**config.mk**
```make
export PLATFORM = sky130hd
export DESIGN_NAME = ecc_err_capture
export DESIGN_NICKNAME = d
export VERILOG_FILES = /design/src/rtl/ecc_cap_pkg.sv /design/src/rtl/ecc_addr_skew.sv /design/src/rtl/ecc_capture_core.sv /design/src/rtl/ecc_ctrl_reg.sv /design/src/rtl/ecc_syn_status.sv /design/src/rtl/ecc_err_capture.sv
export SDC_FILE = /design/constraint.sdc
export NUM_CORES = 1
export LEC_CHECK = 0
export ABC_AREA = 0
export BUFFER_PORTS_ARGS = -buffer_cell sky130_fd_sc_hd__buf_4
export CORE_MARGIN = 5
export CORE_UTILIZATION = 51
export DETAILED_ROUTE_END_ITERATION = 7
export PLACE_DENSITY_LB_ADDON = 0.25
export SLEW_MARGIN = 20
export SYNTH_ARGS = -nofsm -noshare
export SYNTH_HDL_FRONTEND = slang
export SYNTH_SLANG_ARGS = --single-unit
```
**constraint.sdc**
```tcl
create_clock -name clk -period 8.6 [get_ports clk]
set_input_delay 1.72 -clock clk [delete_from_list [all_inputs] [get_ports clk]]
set_output_delay 1.72 -clock clk [all_outputs]
set_load 0.01 [all_outputs]
```
**src/rtl/ecc_cap_pkg.sv**
```systemverilog
// Shared types and field positions for the memory error capture unit.
// Assumes a 32-bit register bus and two interleaved memory banks.
package ecc_cap_pkg;

    localparam int REG_W    = 32;
    localparam int SYN_W    = 7;
    localparam int HALF_W   = 16;
    localparam int N_BANKS  = 2;

    // Error-address word flag positions
    localparam int EA_VALID = 31;
    localparam int EA_CPU   = 30;
    localparam int EA_WRITE = 29;
    localparam int EA_ECC   = 28;
    localparam int EA_OVF   = 27;

    // Register selects
    localparam logic [1:0] SEL_EADDR = 2'd0;
    localparam logic [1:0] SEL_SYN   = 2'd1;
    localparam logic [1:0] SEL_CTRL  = 2'd2;

    typedef struct packed {
        logic             vld;
        logic             sngl;
        logic [SYN_W-1:0] syn;
    } bank_syn_t;

    typedef enum logic [1:0] {
        KIND_NONE    = 2'd0,
        KIND_ECC     = 2'd1,
        KIND_TIMEOUT = 2'd2,
        KIND_OVERRUN = 2'd3
    } err_kind_e;

    // Lay out one bank half: valid at 15, single at 14, syndrome at 6:0
    function automatic logic [HALF_W-1:0] pack_half(bank_syn_t h);
        logic [HALF_W-1:0] w;
        w = '0;
        w[15] = h.vld;
        w[14] = h.sngl;
        w[SYN_W-1:0] = h.syn;
        return w;
    endfunction

endpackage

```
**src/rtl/ecc_addr_skew.sv**
```systemverilog
// Applies the read-pipeline skew to a word address: when apply is set, the
// low WIN_W bits advance by SKEW modulo 2**WIN_W and the upper bits pass
// through untouched. Assumes ADDR_W >= WIN_W.
module ecc_addr_skew #(
    parameter int ADDR_W = 27,
    parameter int WIN_W  = 12,
    parameter int SKEW   = 5
) (
    input  logic              apply,
    input  logic [ADDR_W-1:0] addr_in,
    output logic [ADDR_W-1:0] addr_out
);
    logic [WIN_W-1:0] win_sum;

    // Offset inside the window; the carry out is dropped on purpose
    always_comb win_sum = addr_in[WIN_W-1:0] + WIN_W'(SKEW);

    generate
        if (ADDR_W > WIN_W) begin : g_upper
            // Keep upper bits, replace window bits when skew applies
            always_comb addr_out = apply ? {addr_in[ADDR_W-1:WIN_W], win_sum} : addr_in;
        end else begin : g_flat
            // Address fits inside one window
            always_comb addr_out = apply ? win_sum : addr_in;
        end
    endgenerate
endmodule

```
**src/rtl/ecc_capture_core.sv**
```systemverilog
// Holds the captured event: flags, address, overflow and both syndrome halves.
// First event after a clear is latched; later ones only set overflow.
// A capture in the same cycle as a clear takes precedence.
module ecc_capture_core
    import ecc_cap_pkg::*;
#(
    parameter int ADDR_W = 27
) (
    input  logic              clk,
    input  logic              rst_n,
    input  logic              evt_valid,
    input  logic [ADDR_W-1:0] evt_addr_skewed,
    input  logic              evt_cpu,
    input  logic              evt_write,
    input  logic              evt_ecc,
    input  bank_syn_t         evt_banks [N_BANKS],
    input  logic              clr,
    output logic              cap_valid,
    output logic              cap_cpu,
    output logic              cap_write,
    output logic              cap_ecc,
    output logic              cap_ovf,
    output logic [ADDR_W-1:0] cap_addr,
    output bank_syn_t         cap_banks [N_BANKS]
);
    logic take;
    logic drop;

    // Accept when idle or when software is clearing in this same cycle
    always_comb take = evt_valid && (!cap_valid || clr);
    // A pending capture that is not being cleared loses the new event
    always_comb drop = evt_valid && cap_valid && !clr;

    // Capture flags and address, clear on software write
    always_ff @(posedge clk) begin
        if (!rst_n) begin
            cap_valid <= 1'b0;
            cap_cpu   <= 1'b0;
            cap_write <= 1'b0;
            cap_ecc   <= 1'b0;
            cap_addr  <= '0;
        end else if (take) begin
            cap_valid <= 1'b1;
            cap_cpu   <= evt_cpu;
            cap_write <= evt_write;
            cap_ecc   <= evt_ecc;
            cap_addr  <= evt_addr_skewed;
        end else if (clr) begin
            cap_valid <= 1'b0;
            cap_cpu   <= 1'b0;
            cap_write <= 1'b0;
            cap_ecc   <= 1'b0;
            cap_addr  <= '0;
        end
    end

    // Sticky record of dropped events, reset by a clear
    always_ff @(posedge clk) begin
        if (!rst_n || clr) cap_ovf <= 1'b0;
        else if (drop)     cap_ovf <= 1'b1;
    end

    generate
        for (genvar b = 0; b < N_BANKS; b++) begin : g_bank
            // Per-bank syndrome half, kept only for ECC events
            always_ff @(posedge clk) begin
                if (!rst_n)
                    cap_banks[b] <= '0;
                else if (take)
                    cap_banks[b] <= evt_ecc ? evt_banks[b] : '0;
                else if (clr)
                    cap_banks[b] <= '0;
            end
        end
    endgenerate
endmodule

```
**src/rtl/ecc_ctrl_reg.sv**
```systemverilog
// ECC mode register: diagnostic check, diagnostic generate and correction
// enables. Resets to normal mode (diagnostics off, correction on).
module ecc_ctrl_reg (
    input  logic       clk,
    input  logic       rst_n,
    input  logic       wr_en,
    input  logic [2:0] wdata,
    output logic       diag_chk,
    output logic       diag_gen,
    output logic       correct
);
    // Load the three mode bits on a write
    always_ff @(posedge clk) begin
        if (!rst_n) begin
            diag_chk <= 1'b0;
            diag_gen <= 1'b0;
            correct  <= 1'b1;
        end else if (wr_en) begin
            diag_chk <= wdata[0];
            diag_gen <= wdata[1];
            correct  <= wdata[2];
        end
    end
endmodule

```
**src/rtl/ecc_syn_status.sv**
```systemverilog
// Decodes whether the syndrome of the selected bank names a check bit
// (exactly one syndrome bit set). Purely combinational.
module ecc_syn_status
    import ecc_cap_pkg::*;
(
    input  bank_syn_t  banks [N_BANKS],
    input  logic [$clog2(N_BANKS)-1:0] bank_sel,
    input  logic       ecc_pending,
    output logic       chk_bit
);
    logic [N_BANKS-1:0] single_one;

    generate
        for (genvar b = 0; b < N_BANKS; b++) begin : g_dec
            // One-hot syndrome with the half marked valid
            always_comb single_one[b] = banks[b].vld && ($countones(banks[b].syn) == 1);
        end
    endgenerate

    // Pick the bank that held the failing word
    always_comb chk_bit = ecc_pending && single_one[bank_sel];
endmodule

```
**src/rtl/ecc_err_capture.sv**
```systemverilog
// Top of the memory error capture unit. Applies the read skew, captures the
// first event, exposes three registers on a simple bus and derives the
// interrupt and status outputs. Assumes ADDR_W between 12 and 27.
module ecc_err_capture
    import ecc_cap_pkg::*;
#(
    parameter int ADDR_W = 27
) (
    input  logic              clk,
    input  logic              rst_n,
    input  logic              evt_valid,
    input  logic [ADDR_W-1:0] evt_addr,
    input  logic              evt_cpu,
    input  logic              evt_write,
    input  logic              evt_ecc,
    input  logic              evt_lo_vld,
    input  logic              evt_lo_sngl,
    input  logic [6:0]        evt_lo_syn,
    input  logic              evt_hi_vld,
    input  logic              evt_hi_sngl,
    input  logic [6:0]        evt_hi_syn,
    input  logic [1:0]        reg_sel,
    input  logic              reg_wr,
    input  logic [31:0]       reg_wdata,
    output logic [31:0]       reg_rdata,
    output logic              irq,
    output logic [1:0]        err_kind,
    output logic              chk_bit_err,
    output logic              mode_diag_chk,
    output logic              mode_diag_gen,
    output logic              mode_correct
);
    localparam int PAD_W = EA_OVF - ADDR_W;

    logic              skew_on;
    logic [ADDR_W-1:0] addr_skewed;
    bank_syn_t         evt_banks [N_BANKS];
    bank_syn_t         cap_banks [N_BANKS];
    logic              clr_pulse;
    logic              ctrl_wr;
    logic              cap_valid, cap_cpu, cap_write, cap_ecc, cap_ovf;
    logic [ADDR_W-1:0] cap_addr;
    logic [31:0]       eaddr_word;
    logic [31:0]       syn_word;
    logic              bank_sel;

    // Skew applies to ECC failures on reads only
    always_comb skew_on = evt_ecc && !evt_write;

    // Gather bank inputs into an array
    always_comb begin
        evt_banks[0] = '{vld: evt_lo_vld, sngl: evt_lo_sngl, syn: evt_lo_syn};
        evt_banks[1] = '{vld: evt_hi_vld, sngl: evt_hi_sngl, syn: evt_hi_syn};
    end

    // Decode register writes
    always_comb begin
        clr_pulse = reg_wr && (reg_sel == SEL_EADDR);
        ctrl_wr   = reg_wr && (reg_sel == SEL_CTRL);
    end

    ecc_addr_skew #(.ADDR_W(ADDR_W), .WIN_W(12), .SKEW(5)) u_skew (
        .apply    (skew_on),
        .addr_in  (evt_addr),
        .addr_out (addr_skewed)
    );

    ecc_capture_core #(.ADDR_W(ADDR_W)) u_core (
        .clk             (clk),
        .rst_n           (rst_n),
        .evt_valid       (evt_valid),
        .evt_addr_skewed (addr_skewed),
        .evt_cpu         (evt_cpu),
        .evt_write       (evt_write),
        .evt_ecc         (evt_ecc),
        .evt_banks       (evt_banks),
        .clr             (clr_pulse),
        .cap_valid       (cap_valid),
        .cap_cpu         (cap_cpu),
        .cap_write       (cap_write),
        .cap_ecc         (cap_ecc),
        .cap_ovf         (cap_ovf),
        .cap_addr        (cap_addr),
        .cap_banks       (cap_banks)
    );

    ecc_ctrl_reg u_ctrl (
        .clk      (clk),
        .rst_n    (rst_n),
        .wr_en    (ctrl_wr),
        .wdata    (reg_wdata[2:0]),
        .diag_chk (mode_diag_chk),
        .diag_gen (mode_diag_gen),
        .correct  (mode_correct)
    );

    // Skewed read captures have bit 0 flipped (offset 5 is odd): undo it
    always_comb bank_sel = cap_addr[0] ^ (cap_ecc && !cap_write);

    ecc_syn_status u_stat (
        .banks       (cap_banks),
        .bank_sel    (bank_sel),
        .ecc_pending (cap_valid && cap_ecc),
        .chk_bit     (chk_bit_err)
    );

    // Assemble readable register words
    always_comb begin
        eaddr_word = {cap_valid, cap_cpu, cap_write, cap_ecc, cap_ovf,
                      {PAD_W{1'b0}}, cap_addr};
        syn_word   = {pack_half(cap_banks[1]), pack_half(cap_banks[0])};
    end

    // Register read mux
    always_comb begin
        case (reg_sel)
            SEL_EADDR: reg_rdata = eaddr_word;
            SEL_SYN:   reg_rdata = syn_word;
            SEL_CTRL:  reg_rdata = {29'd0, mode_correct, mode_diag_gen, mode_diag_chk};
            default:   reg_rdata = '0;
        endcase
    end

    // Level interrupt follows the valid flag
    always_comb irq = cap_valid;

    // Classify the pending event
    always_comb begin
        if (!cap_valid)   err_kind = KIND_NONE;
        else if (cap_ecc) err_kind = KIND_ECC;
        else if (cap_cpu) err_kind = KIND_TIMEOUT;
        else              err_kind = KIND_OVERRUN;
    end
endmodule

```
==> flow_summary_export.csv, run 1 <==
group,metric,value,unit
drt,drtAntennaViolNets,0,
die,die_y,85.6,um
setup_path,reg2reg_from,"u_core.cap_valid$_SDFFE_PN0P_",
timing,rsz0062_at_grt,"false",
drt,wirelength,7320,um
setup_path,crit_buf_inv,4,
drt,met2_length,3390,um
pwr,intPower,0.404,mW
yosys,yosysSeqAreaShare,36.4,%
cells_and_area,final_nets,504,
cells_and_area,fin_cells,474,
yosys,synth_xor_xnor_area_share,3.61,%
yosys,synth-simple-area-share,20.8,%
timing,hold_viol,0,
timing,fin_tns_setup,0,ns
yosys,synth-edff-count,0,
pwr,power_density,145,mW/mm^2
die,core,0.00554,mm^2
yosys,synth_area_leaders,"dfxtp_1, a22oi_1, nor2b_1",
clock_network,clkLatencyLatePin,0.30,ns
yosys,ys.flop_type,"dfxtp_1",
yosys,synth_cell_types,37,
clock_network,htreeDepth,2,
place,portBuffers,95,
clock_network,clock_path_buffers,2,
yosys,synth_area_leader_cell,"dfxtp_1",
worst_hold_path,hold_depth,1,
flow_run,maxCapViolations,0,
pwr,clkPwrFrac,32.2,%
worst_hold_path,min_from,"u_core.cap_addr[10]$_SDFFE_PN0P_",
yosys,syn-cell-area,0.00291,mm^2
worst_hold_path,hold-path-endpoint,"u_core.cap_addr[10]$_SDFFE_PN0P_",
drt,met1_length,3310,um
die,top_level_ports,125,
yosys,syn-num-nets,423,
drt,drt-initial-drc-count,109,
pwr,leakage,1.60,nW
setup_path,cp-start-kind,"flop",
die,die_w,85.6,um
setup_path,cpMostUsedCell,"inv_1",
global_route,grt_pass1_wl,12100,um
global_route,grt_overflow,0,
die,die_area,0.00732,mm^2
yosys,synthArstFlopShare,0,%
setup_path,cp_slowest_cell,"or4_1",
yosys,synth-seq-cells,53,
clock_network,cts.clk_slew.worst_paths,0.09,ns
global_route,grt_pass1_vias,2551,
drt,avgRoutedWirePerCell,15.4,um
drt,topRoutingLayerUsed,"met4",
timing,worst_slew_pin_slew,1.08,ns
cells_and_area,multi_input_area,0.00166,mm^2
drt,wl_met3,512,um
setup_path,cp.arrival,3.36,ns
setup_path,rr_endpoint,"u_core.cap_addr[10]$_SDFFE_PN0P_",
timing,setup_slack,3.52,ns
yosys,synthMuxAreaShare,6.57,%
cells_and_area,synthToLayoutAreaGrowth,28.4,%
timing,period_minus_slack,5.08,ns
yosys,synth_common_cells,"dfxtp_1, nor2b_1, a22oi_1",
yosys,synth_most_common_cell,"dfxtp_1",
pwr,p_switching,0.140,mW
setup_path,crit_type,"reg -> out",
setup_path,critPathMaxStageDelay,0.51,ns
clock_network,cts-resized-gates,0,
cells_and_area,drive_gt1_share,26.9,%
setup_path,crit_family,"adder cells",
yosys,synth_compound_area_share,17.1,%
place,dp_slack,3.84,ns
timing,skew,0.00666,ns
cells_and_area,num_antenna_cells,0,
cells_and_area,fill_cells,475,
yosys,avgSynthCellArea,9.10,um^2
global_route,grt_max_degree,47,
drt,via_per_inst,5.39,
place,placed_cells,466,
drt,first_pass_iters,4,
drt,dr_total_vias,2555,
setup_path,cp_cell_sequence,"ha_1 -> inv_1 -> fa_1 -> inv_1 -> ha_1 -> inv_1 -> fa_1 -> a2111oi_0 -> a21oi_1 -> or4_1 -> o31ai_1 -> buf_4",
setup_path,reg2reg_depth,3,
timing,drv_slew,0,
setup_path,path_max_fanout,3,
clock_network,cts.sinks,53,
outcome,status,"finished clean",
place,place_congestion,0.866,
global_route,antenna_found_initial,0,
pwr,p_sw_share,25.7,%
timing,fin_crit_sh,59.1,%
setup_path,reg2reg_slack,6.66,ns
yosys,synth_cells,320,
cells_and_area,final_util,67.5,%
timing,fmax,0.197,GHz
timing,final-setup-viol-count,0,
yosys,synth_top_family_by_area,"simple AND/OR/NAND/NOR gates",
drt,drc,0,
timing,slew_headroom,28.1,%
setup_path,worst_setup_path_end_kind,"primary output",
worst_hold_path,hold_class,"reg -> reg",
clock_network,cts_hold_buffers,0,
setup_path,required,6.88,ns
die,fp-row-count,27,
clock_network,cts_tree,"built",
yosys,yosysWarningCount,0,
yosys,yosysTopAreaCellShare,36.4,%
global_route,track_usage,20.1,%
clock_network,cts_made_buffers,5,
cells_and_area,regArea,0.00106,mm^2
yosys,synth-adder-area-share,8.85,%
place,dpl.hpwl,5310,um
die,start_util,52.6,%
timing,whs,0.464,ns
clock_network,post_cts_buffers,0,
pwr,ir_drop,90.4,uV
pwr,seqPwrFrac,49.3,%
clock_network,cts_root_buf,"clkbuf_8",
pwr,combPwrFrac,18.5,%
## worst reg2reg max path: stages, from the launching register on
cell and delay (ns):
dfxtp_1 0.45, a21oi_2 0.91, nand2_2 0.30, o2bb2ai_1 0.22
## worst max-delay path by stage
stage / startpoint / endpoint / slack [ns] / depth (start not counted)
global route: u_core.cap_banks[10]$_SDFFE_PN0P_ / chk_bit_err / 3.30 / 12
global placement: u_core.cap_banks[10]$_SDFFE_PN0P_ / chk_bit_err / 3.94 / 12
CTS: u_core.cap_banks[10]$_SDFFE_PN0P_ / chk_bit_err / 3.50 / 12
detailed placement: u_core.cap_banks[10]$_SDFFE_PN0P_ / chk_bit_err / 3.84 / 12
finish: u_core.cap_banks[10]$_SDFFE_PN0P_ / chk_bit_err / 3.52 / 12
floorplan: u_core.cap_banks[9]$_SDFFE_PN0P_ / chk_bit_err / 4.19 / 11
## stage by stage
step / power [mW] / cell area (um^2)
after floorplan: 0.330 / 2910
after detailed placement: 0.373 / 3620
after global placement: 0.372 / 3620
after global routing: 0.570 / 3740
final: 0.543 / 3740
after CTS: 0.549 / 3740
## power groups by stage
stage	clock (mW)	sequential, mW	combinational, mW
final	0.175	0.268	0.100
after global routing	0.188	0.270	0.112
after CTS	0.180	0.268	0.101
after detailed placement	0	0.273	0.100
after global placement	0	0.273	0.0989
after floorplan	0	0.270	0.0599
## sequential cells by signal (all words and copies together), names as in the netlist
| signal | count |
|---|---|
| u_core.cap_addr | 27 |
| u_core.cap_banks | 18 |
| u_core.cap_cpu | 1 |
| u_core.cap_ecc | 1 |
| u_core.cap_ovf | 1 |
| u_core.cap_valid | 1 |
| u_core.cap_write | 1 |
| u_ctrl.correct | 1 |
| u_ctrl.diag_chk | 1 |
| u_ctrl.diag_gen | 1 |
## layer usage
| layer | global-route usage [%] | up-vias |
|---|---|---|
| li1 | - | 1265 |
| met1 | 28.2 | 1196 |
| met2 | 31.4 | 83 |
| met3 | 4.42 | 11 |
| met4 | 5.32 | 0 |
| met5 | 0 | - |
## cells by family (layout without fill, tap and decap cells)
group | after synthesis | in the layout
flops | 53 | 53
mux | 19 | 19
simple gates | 108 | 108
compound gates | 66 | 66
fa+ha+maj | 17 | 17
buf+inv | 45 | 127
xor+xnor | 12 | 12
## cell usage in the layout, fill, tap and decap left out, drive strengths merged, types with 2 or more instances in the layout
cell | netlist | final
dfxtp | 53 | 53
nand2 | 11 | 11
clkbuf | 12 | 6
inv | 23 | 23
mux2i | 18 | 18
nor3b | 2 | 2
and2 | 14 | 14
a22oi | 38 | 38
o2bb2ai | 9 | 9
a21boi | 3 | 3
fa | 6 | 6
o21ai | 3 | 3
nor2 | 20 | 20
nand3 | 7 | 7
ha | 11 | 11
nor4b | 2 | 2
xnor2 | 11 | 11
nor2b | 42 | 42
buf | 10 | 96
nor3 | 3 | 3
a2111oi | 2 | 2
a21oi | 7 | 7
## layout make-up
class | count | area share [%]
clock buffers | 6 | 2.21
clock inverters | 2 | 1.00
inverters | 23 | 2.31
multi-input cells | 222 | 44.4
flip-flops and latches | 53 | 28.4
well taps | 72 | 2.41
repair buffers | 96 | 19.3
No activity file was read; power rests on OpenSTA's default activity.
==> run 2: changes to the inputs <==
Settings changed: CORE_UTILIZATION 51 to 48.
Clock period 8.6 ns to 4.7 ns, I/O delays scaled along.
==> flow_summary_export.csv, run 2 (synthesis results as in run 1) <==
group,metric,value,unit
global_route,track_usage,20.3,%
cells_and_area,biggestRegsByFlops,"u_core.cap_addr (27), u_core.cap_banks (18)",
setup_path,cp_cell_sequence,"ha_1 -> inv_1 -> fa_1 -> inv_1 -> ha_1 -> inv_1 -> fa_1 -> a2111oi_0 -> a21oi_1 -> or4_1 -> o31ai_1 -> buf_4",
drt,dr_total_vias,2550,
worst_hold_path,min_from,"u_core.cap_addr[10]$_SDFFE_PN0P_",
timing,whs,0.465,ns
outcome,status,"finished clean",
setup_path,worst_setup_path_end_kind,"primary output",
die,die_w,87.9,um
drt,avgRoutedWirePerCell,15.6,um
drt,drtAntennaViolNets,0,
setup_path,crit_type,"reg -> out",
timing,fmax,0.228,GHz
setup_path,reg2reg_slack,2.62,ns
clock_network,clock_path_buffers,2,
die,top_level_ports,125,
drt,drt-initial-drc-count,159,
clock_network,cts_hold_buffers,0,
worst_hold_path,hold-path-endpoint,"u_core.cap_addr[10]$_SDFFE_PN0P_",
setup_path,path_max_fanout,3,
die,fp-row-count,28,
setup_path,critPathMaxStageDelay,0.51,ns
clock_network,cts-resized-gates,0,
flow_run,maxCapViolations,0,
cells_and_area,largest-register,"u_core.cap_addr",
timing,rsz0062_at_grt,"false",
timing,final-setup-viol-count,0,
global_route,grt_overflow,0,
setup_path,cpMostUsedCell,"inv_1",
timing,fin_crit_sh,93.3,%
setup_path,rr_endpoint,"u_core.cap_banks[4]$_SDFFE_PN0P_",
timing,period_minus_slack,4.38,ns
cells_and_area,largest_reg_flops,27,
die,die_y,87.9,um
setup_path,reg2reg_depth,4,
die,core,0.00592,mm^2
clock_network,clkLatencyLatePin,0.30,ns
cells_and_area,fill_cells,537,
drt,via_per_inst,5.33,
setup_path,crit_buf_inv,4,
global_route,grt_pass1_vias,2607,
setup_path,reg2reg_from,"u_core.cap_valid$_SDFFE_PN0P_",
cells_and_area,mostFrequentLayoutCells,"buf_4, dfxtp_1, nor2b_1, a22oi_1, inv_1",
global_route,grt_pass1_wl,12300,um
global_route,antenna_found_initial,0,
pwr,leakage,1.59,nW
drt,first_pass_iters,4,
timing,drv_slew,0,
clock_network,cts.clk_slew.worst_paths,0.10,ns
pwr,ir_drop,133,uV
drt,wirelength,7430,um
timing,slew_headroom,43.3,%
setup_path,cp_slowest_cell,"or4_1",
timing,fin_tns_setup,0,ns
die,die_area,0.00772,mm^2
global_route,grt_max_degree,47,
setup_path,cp.arrival,3.44,ns
cells_and_area,final_nets,505,
pwr,power_density,250,mW/mm^2
setup_path,required,3.76,ns
worst_hold_path,hold_depth,1,
setup_path,cp-start-kind,"flop",
timing,hold_viol,0,
setup_path,crit_family,"adder cells",
place,place_congestion,0.852,
setup_path,cp.depth,12,
timing,worst_slew_pin_slew,0.848,ns
place,dpl.hpwl,5570,um
cells_and_area,synthToLayoutAreaGrowth,27.6,%
timing,skew,0.00502,ns
worst_hold_path,hold_class,"reg -> reg",
clock_network,cts_made_buffers,5,
clock_network,htreeDepth,2,
place,portBuffers,95,
clock_network,cts_tree,"built",
clock_network,cts.sinks,53,
clock_network,post_cts_buffers,0,
cells_and_area,drive_gt1_share,27.0,%
cells_and_area,final_common_cell,"buf_4",
clock_network,cts_root_buf,"clkbuf_8",
die,start_util,49.2,%
drt,drc,0,
cells_and_area,num_antenna_cells,0,
## run 2: power breakdown
part | internal (mW) | leakage [nW] | switching (mW)
sequential | 0.472 | 0.434 | 0.0178
clock | 0.103 | 0.0439 | 0.148
combinational | 0.0942 | 1.11 | 0.0919
total | 0.670 | 1.59 | 0.258
## run 2: worst reg2reg max path: cells and delay by family (launching register included)
| kind | cells | cell delay (ns) |
|---|---|---|
| compound gates | 2 | 0.88 |
| flops | 1 | 0.61 |
| buf+inv | 1 | 0.37 |
| simple gates | 1 | 0.16 |
## run 2: layer usage
metal	part of all wire, %	routed length, um	GRT usage (%)
met3	8.3	616	5.83
met2	47	3500	31.5
met4	1.6	118	6.28
met5	0	0	0
met1	43	3200	27.3
## run 2: through the flow
| stage | utilization (%) | worst slack [ns] | area (um^2) | cells | total power, mW |
|---|---|---|---|---|---|
| floorplan | - | 1.07 | 2910 | 320 | 0.603 |
| global placement | 61.3 | 0.829 | 3630 | 470 | 0.682 |
| detailed placement | 61.3 | 0.719 | 3630 | 470 | 0.687 |
| CTS | 62.8 | 0.363 | 3720 | 478 | 0.940 |
| global route | 62.8 | 0.0713 | 3720 | 478 | 0.981 |
| finish | 62.8 | 0.316 | 3720 | 478 | 0.928 |
## run 2: worst max-delay path by stage
stage / from / to / slack [ns]
after global routing: u_core.cap_banks[11]$_SDFFE_PN0P_ / chk_bit_err / 0.07
after global placement: u_core.cap_banks[9]$_SDFFE_PN0P_ / chk_bit_err / 0.83
after detailed placement: u_core.cap_banks[9]$_SDFFE_PN0P_ / chk_bit_err / 0.72
after CTS: u_core.cap_banks[9]$_SDFFE_PN0P_ / chk_bit_err / 0.36
after floorplan: u_core.cap_banks[9]$_SDFFE_PN0P_ / chk_bit_err / 1.07
final: u_core.cap_banks[9]$_SDFFE_PN0P_ / chk_bit_err / 0.32
## run 2: area by class of cell
class	instances	area (um^2)	area share, %
Tap cell	75	93.8	2.53
Timing Repair Buffer	97	728	19.6
Multi-Input combinational cell	222	1660	44.7
Clock inverter	3	17.5	0.471
Inverter	23	86.3	2.32
Sequential cell	53	1060	28.6
Clock buffer	5	68.8	1.85
